--- src/rtl/gpio_irq_pkg.sv ---
package gpio_irq_pkg;

  localparam logic [7:0] OFS_DIR   = 8'h00;
  localparam logic [7:0] OFS_LSEL  = 8'h04;
  localparam logic [7:0] OFS_LPOL  = 8'h08;
  localparam logic [7:0] OFS_RISE  = 8'h0C;
  localparam logic [7:0] OFS_FALL  = 8'h10;
  localparam logic [7:0] OFS_DIN   = 8'h14;
  localparam logic [7:0] OFS_OSET  = 8'h18;
  localparam logic [7:0] OFS_OCLR  = 8'h1C;
  localparam logic [7:0] OFS_ODATA = 8'h20;
  localparam logic [7:0] OFS_BLK   = 8'h28;
  localparam logic [7:0] OFS_ENA   = 8'h2C;
  localparam logic [7:0] OFS_MSTAT = 8'h30;
  localparam logic [7:0] OFS_ICLR  = 8'h34;

  typedef enum logic [3:0] {
    SEL_NONE, SEL_DIR, SEL_LSEL, SEL_LPOL, SEL_RISE, SEL_FALL, SEL_DIN,
    SEL_OSET, SEL_OCLR, SEL_ODATA, SEL_BLK, SEL_ENA, SEL_MSTAT, SEL_ICLR
  } reg_sel_e;

  function automatic reg_sel_e decode_ofs(input logic [7:0] ofs);
    case (ofs)
      OFS_DIR:   return SEL_DIR;
      OFS_LSEL:  return SEL_LSEL;
      OFS_LPOL:  return SEL_LPOL;
      OFS_RISE:  return SEL_RISE;
      OFS_FALL:  return SEL_FALL;
      OFS_DIN:   return SEL_DIN;
      OFS_OSET:  return SEL_OSET;
      OFS_OCLR:  return SEL_OCLR;
      OFS_ODATA: return SEL_ODATA;
      OFS_BLK:   return SEL_BLK;
      OFS_ENA:   return SEL_ENA;
      OFS_MSTAT: return SEL_MSTAT;
      OFS_ICLR:  return SEL_ICLR;
      default:   return SEL_NONE;
    endcase
  endfunction

  // Ports that read as zero
  function automatic logic reads_zero(input reg_sel_e s);
    return (s == SEL_NONE) || (s == SEL_OSET) || (s == SEL_OCLR) || (s == SEL_ICLR);
  endfunction

endpackage

--- src/rtl/gpio_in_sync.sv ---
module gpio_in_sync #(
  parameter int NLINES = 16
) (
  input  logic              clk,
  input  logic              rst_n,
  input  logic [NLINES-1:0] pin_in,
  output logic [NLINES-1:0] cur_lvl,
  output logic [NLINES-1:0] prev_lvl
);
  logic [NLINES-1:0] meta_q, sync_q, last_q;

  always_ff @(posedge clk or negedge rst_n) begin
    if (!rst_n) begin
      meta_q <= '0;
      sync_q <= '0;
      last_q <= '0;
    end else begin
      meta_q <= pin_in;
      sync_q <= meta_q;
      last_q <= sync_q;
    end
  end

  assign cur_lvl  = sync_q;
  assign prev_lvl = last_q;
endmodule

--- src/rtl/gpio_trig_detect.sv ---
module gpio_trig_detect #(
  parameter int NLINES = 16
) (
  input  logic [NLINES-1:0] lsel,
  input  logic [NLINES-1:0] lpol,
  input  logic [NLINES-1:0] rise_en,
  input  logic [NLINES-1:0] fall_en,
  input  logic [NLINES-1:0] cur_lvl,
  input  logic [NLINES-1:0] prev_lvl,
  output logic [NLINES-1:0] trig_evt
);
  function automatic logic line_trig(input logic is_lvl, input logic pol,
                                     input logic re, input logic fe,
                                     input logic now, input logic was);
    logic lvl_hit, edge_hit;
    lvl_hit  = (now == pol);
    edge_hit = (re & now & ~was) | (fe & ~now & was);
    return is_lvl ? lvl_hit : edge_hit;
  endfunction

  for (genvar i = 0; i < NLINES; i++) begin : g_line
    assign trig_evt[i] = line_trig(lsel[i], lpol[i], rise_en[i], fall_en[i],
                                   cur_lvl[i], prev_lvl[i]);
  end
endmodule

--- src/rtl/gpio_pend_status.sv ---
module gpio_pend_status #(
  parameter int NLINES = 16
) (
  input  logic              clk,
  input  logic              rst_n,
  input  logic [NLINES-1:0] trig_evt,
  input  logic [NLINES-1:0] allow,
  input  logic [NLINES-1:0] clr_vec,
  output logic [NLINES-1:0] pend,
  output logic [NLINES-1:0] mstat
);
  function automatic logic [NLINES-1:0] next_pend(input logic [NLINES-1:0] cur,
                                                  input logic [NLINES-1:0] set,
                                                  input logic [NLINES-1:0] clr);
    return (cur | set) & ~clr;
  endfunction

  always_ff @(posedge clk or negedge rst_n) begin
    if (!rst_n) pend <= '0;
    else        pend <= next_pend(pend, trig_evt & allow, clr_vec);
  end

  assign mstat = pend & allow;
endmodule

--- src/rtl/gpio_irq_ctrl.sv ---
module gpio_irq_ctrl #(
  parameter int NLINES = 16,
  parameter int ADDR_W = 8
) (
  input  logic              clk,
  input  logic              rst_n,
  input  logic [ADDR_W-1:0] bus_addr,
  input  logic              bus_we,
  input  logic [NLINES-1:0] bus_wdata,
  input  logic              bus_re,
  output logic [NLINES-1:0] bus_rdata,
  input  logic [NLINES-1:0] pin_in,
  output logic [NLINES-1:0] out_en,
  output logic [NLINES-1:0] out_val,
  output logic              irq
);
  import gpio_irq_pkg::*;

  typedef logic [NLINES-1:0] vec_t;

  vec_t dir_q, lsel_q, lpol_q, rise_q, fall_q, oval_q, blk_q, ena_q;
  vec_t cur_lvl, prev_lvl, trig_evt, allow, pend, mstat, clr_vec;
  vec_t rdata_d;
  logic up_ok;
  reg_sel_e sel;

  if (ADDR_W > 8) begin : g_wide
    assign up_ok = ~|bus_addr[ADDR_W-1:8];
  end else begin : g_narrow
    assign up_ok = 1'b1;
  end

  assign sel = up_ok ? decode_ofs(bus_addr[7:0]) : SEL_NONE;

  function automatic vec_t next_out(input vec_t cur, input vec_t set_m, input vec_t clr_m);
    return (cur | set_m) & ~clr_m;
  endfunction

  always_ff @(posedge clk or negedge rst_n) begin
    if (!rst_n) begin
      dir_q  <= '0;
      lsel_q <= '0;
      lpol_q <= '0;
      rise_q <= '0;
      fall_q <= '0;
      oval_q <= '0;
      blk_q  <= '1;
      ena_q  <= '0;
    end else if (bus_we) begin
      case (sel)
        SEL_DIR:   dir_q  <= bus_wdata;
        SEL_LSEL:  lsel_q <= bus_wdata;
        SEL_LPOL:  lpol_q <= bus_wdata;
        SEL_RISE:  rise_q <= bus_wdata;
        SEL_FALL:  fall_q <= bus_wdata;
        SEL_OSET:  oval_q <= next_out(oval_q, bus_wdata, '0);
        SEL_OCLR:  oval_q <= next_out(oval_q, '0, bus_wdata);
        SEL_ODATA: oval_q <= bus_wdata;
        SEL_BLK:   blk_q  <= bus_wdata;
        SEL_ENA:   ena_q  <= bus_wdata;
        default:   ;
      endcase
    end
  end

  assign clr_vec = (bus_we && sel == SEL_ICLR) ? bus_wdata : '0;
  assign allow   = ~blk_q & ena_q;

  gpio_in_sync #(.NLINES(NLINES)) u_sync (
    .clk(clk), .rst_n(rst_n), .pin_in(pin_in),
    .cur_lvl(cur_lvl), .prev_lvl(prev_lvl)
  );

  gpio_trig_detect #(.NLINES(NLINES)) u_trig (
    .lsel(lsel_q), .lpol(lpol_q), .rise_en(rise_q), .fall_en(fall_q),
    .cur_lvl(cur_lvl), .prev_lvl(prev_lvl), .trig_evt(trig_evt)
  );

  gpio_pend_status #(.NLINES(NLINES)) u_pend (
    .clk(clk), .rst_n(rst_n), .trig_evt(trig_evt), .allow(allow),
    .clr_vec(clr_vec), .pend(pend), .mstat(mstat)
  );

  always_comb begin
    case (sel)
      SEL_DIR:   rdata_d = dir_q;
      SEL_LSEL:  rdata_d = lsel_q;
      SEL_LPOL:  rdata_d = lpol_q;
      SEL_RISE:  rdata_d = rise_q;
      SEL_FALL:  rdata_d = fall_q;
      SEL_DIN:   rdata_d = cur_lvl;
      SEL_ODATA: rdata_d = oval_q;
      SEL_BLK:   rdata_d = blk_q;
      SEL_ENA:   rdata_d = ena_q;
      SEL_MSTAT: rdata_d = mstat;
      default:   rdata_d = '0;
    endcase
  end

  always_ff @(posedge clk or negedge rst_n) begin
    if (!rst_n) bus_rdata <= '0;
    else        bus_rdata <= bus_re ? rdata_d : '0;
  end

  assign out_en  = dir_q;
  assign out_val = oval_q;
  assign irq     = |mstat;
endmodule

--- config.mk ---
export PLATFORM = sky130hd
export DESIGN_NAME = gpio_irq_ctrl
export DESIGN_NICKNAME = d
export VERILOG_FILES = /design/src/rtl/gpio_irq_pkg.sv /design/src/rtl/gpio_in_sync.sv /design/src/rtl/gpio_trig_detect.sv /design/src/rtl/gpio_pend_status.sv /design/src/rtl/gpio_irq_ctrl.sv
export SDC_FILE = /design/constraint.sdc
export NUM_CORES = 1
export LEC_CHECK = 0
export BUFFER_PORTS_ARGS = -buffer_cell sky130_fd_sc_hd__buf_2
export CAP_MARGIN = 20
export CORE_ASPECT_RATIO = 1.5
export CORE_MARGIN = 2
export CORE_UTILIZATION = 30
export CTS_CLUSTER_SIZE = 14
export DETAILED_ROUTE_END_ITERATION = 8
export PLACE_DENSITY_LB_ADDON = 0.1
export SYNTH_ARGS = -nofsm -noshare
export SYNTH_HDL_FRONTEND = slang
export SYNTH_SLANG_ARGS = --single-unit
--- constraint.sdc ---
create_clock -name clk -period 2.54 [get_ports clk]
set_input_delay 0.381 -clock clk [delete_from_list [all_inputs] [get_ports clk]]
set_output_delay 0.381 -clock clk [all_outputs]
set_load 0.03 [all_outputs]
==> results.cfg <==
[die]
die_w_um = 150
core.rowCount = 80
dieArea_um2 = 33500
core_area_um2 = 31600
ios = 93
die_h_um = 223
initial_core_util_pct = 30.3

[critical_path]
slowest_delay_ns = 0.54
timing_worst_setup_path_type = register to output port
critical_path.top_delay_family = simple AND/OR/NAND/NOR gates
path_max_fanout = 3
cp.required_ns = 2.16
path_cells = inv_1 -> and3_1 -> nor4_2 -> buf_4 -> nand4_1 -> buf_2
cp-end-kind = output port
crit_arrival_ns = 2.06
critPathLaunchType = register
slowest_stage = dfstp_2
path_buf_inv = 3
reg2reg_slack_ns = 0.85

[sta]
skew_ns = 0.0138
fmax_ghz = 0.410
final_hold_viol_count = 0
slew_violations = 0
tns_ns = 0
worst_hold_slack_ns = 0.169
post-route-period-util_pct = 96.1
rsz0062_at_grt = no
period_needed_ns = 2.44
setup_viol = 0
slew_headroom_pct = 55.6
worst_slew_pin_slew_ns = 0.666

[routing]
drc = 0
drtIter0Drc = 397
antenna_left = 0
num_vias = 7335
dr.pass1.iters = 5
wl_per_cell_um = 23.9
routed_wirelength_mm = 33.4
vias_per_cell = 5.24

[clocking]
cts_max_level = 1
cts.sinks = 208
clk_path_buf_depth = 3
cts-root-buf = clkbuf_16
clk_pin_slew_ns = 0.06
tritoncts = built
cts_made_buffers = 23
worst_skew_pair.late_latency_ns = 0.53

[synthesis]
ys_seq_area_share_pct = 54.4
synth_fa_ha_area_share_pct = 0
synth.area.top_cells = dfrtp_1, mux2_2, dfstp_2, a21oi_1, a22oi_1
syn_area_um2 = 9600
synth_top_area_share_pct = 50.1
synthCells = 820
synth-edff-count = 0
synth_top_family_by_area = multiplexers
ys_types = 62
yosysWarnings = 0
synth_fp_nets = 864
yosys.area_share.simple_pct = 10.4
yosysTopAreaCell = dfrtp_1
ys_ff_latch = 208
synthArstFlopShare_pct = 100
syn-mean-instance-area_um2 = 11.7
synthMuxAreaShare_pct = 17.4
ys.flop_type = dfrtp_1
synthXorXnorAreaFrac_pct = 0.274
synth_compound_area_share_pct = 14.4

[grt]
antenna_found_initial = 1
grt_max_degree = 74
grt_pass1_vias = 7517
track_usage_pct = 20.3
grt_pass1_wl_mm = 50.0
grt_overflow = 0

[power_and_ir_drop]
p_per_area_nw_per_um2 = 648
totalPowerFinal_uw = 7690
peakVddDrop_v = 0.000465
p_leak_uw = 0.00539

[layout]
stdcell_count = 1399
finalInstanceArea_um2 = 11900
syn_to_final_growth_pct = 23.8
nets = 1017
drive_above_1_share_pct = 36.4
layout_common_cells = dfrtp_1, mux2_2, buf_2, buf_4, a21oi_1
layout_commonest_cell = dfrtp_1

[place]
io_buffers = 92
place_area_um2 = 11000
dp_hpwl_mm = 24.1
place_inst = 1341
gp_congestion = 0.865

[min_path]
hold_class = input pin to register

[run]
cap_violations = 0

[outcome]
status = complete, no violations
registers in the layout, summed over array words and instances, names as in the netlist:
register,flops
fall_q,16
ena_q,16
lsel_q,16
lpol_q,16
u_sync.prev_lvl,16
out_en,16
u_sync.meta_q,16
bus_rdata,16
rise_q,16
u_pend.pend,16
out_val,16
u_sync.cur_lvl,16
blk_q,16
cells by family (layout without fill, tap and decap cells):
| family | after synthesis | count (layout) |
|---|---|---|
| flops | 208 | 208 |
| buf+inv | 64 | 232 |
| compound gates | 208 | 208 |
| simple gates | 190 | 190 |
| xor+xnor | 3 | 3 |
| other cells | 0 | 1 |
| mux | 147 | 147 |
layer usage:
metal,global-route usage [%],wire length (um),part of all wire (%),up-vias
met4,7.09,1100,3.3,2
met5,0,7,0.021,-
met2,35.0,16800,50,200
li1,-,-,-,3328
met1,26.2,14100,42,3750
met3,2.49,1410,4.2,55
synth_stat cells, types with 17 or more instances:
master and count:
and3_1 17, clkbuf_1 17, buf_2 18, nor2_1 52, dfrtp_1 192, mux2_2 117
a31oi_1 20, a22o_1 18, a21oi_1 60, o21ai_0 26, buf_1 18, a22oi_1 34
mux2i_1 20, nand2_1 55
path summary, 6_finish.rpt:
path                                                    end  depth (start not counted)                        from
worst max-delay path                                    irq                          6       blk_q[13]$_DFFE_PN1P_
worst min-delay path               u_pend.pend[7]$_DFF_PN0_                          2                bus_wdata[7]
worst max register to register      bus_rdata[12]$_DFF_PN0_                          6       blk_q[12]$_DFFE_PN1P_
worst min register to register  u_sync.cur_lvl[3]$_DFF_PN0_                          0  u_sync.meta_q[3]$_DFF_PN0_
max in group asynchronous              blk_q[6]$_DFFE_PN1P_                          3                       rst_n
min in group asynchronous        u_sync.meta_q[3]$_DFF_PN0_                          2                       rst_n
where the power goes:
| part | leakage (uW) | total, uW | internal, uW | switching [uW] |
|---|---|---|---|---|
| clock | 0.000357 | 3270 | 1910 | 1360 |
| sequential | 0.00263 | 3660 | 3490 | 172 |
| combinational | 0.00240 | 765 | 318 | 447 |
| total | 0.00539 | 7690 | 5720 | 1980 |
timing repair:
item	4_1_cts	5_1_grt
setup endpoints to repair	0	1
hold endpoints to repair	79	0
hold buffers	17	0
setup buffers	0	0
gates resized for setup	0	1
metrics by stage:
stage	utilization, %	setup WS, ns
3_5_place_dp	34.7	0.125
5_1_grt	37.6	0.0151
3_3_place_gp	34.7	0.0850
2_1_floorplan	-	0.359
4_1_cts	37.5	0.0197
6_report	37.6	0.0998
layout make-up:
| class | instances | area, um^2 |
|---|---|---|
| diodes | 1 | 2.50 |
| clock buffers | 35 | 671 |
| clock inverters | 5 | 50.0 |
| fillers | 3210 | 19700 |
| inverters | 6 | 22.5 |
| multi-input cells | 548 | 4090 |
| flip-flops and latches | 208 | 5230 |
| well taps | 410 | 513 |
| repair buffers | 186 | 1310 |
Note: power is estimated with default switching activity, not from simulation.
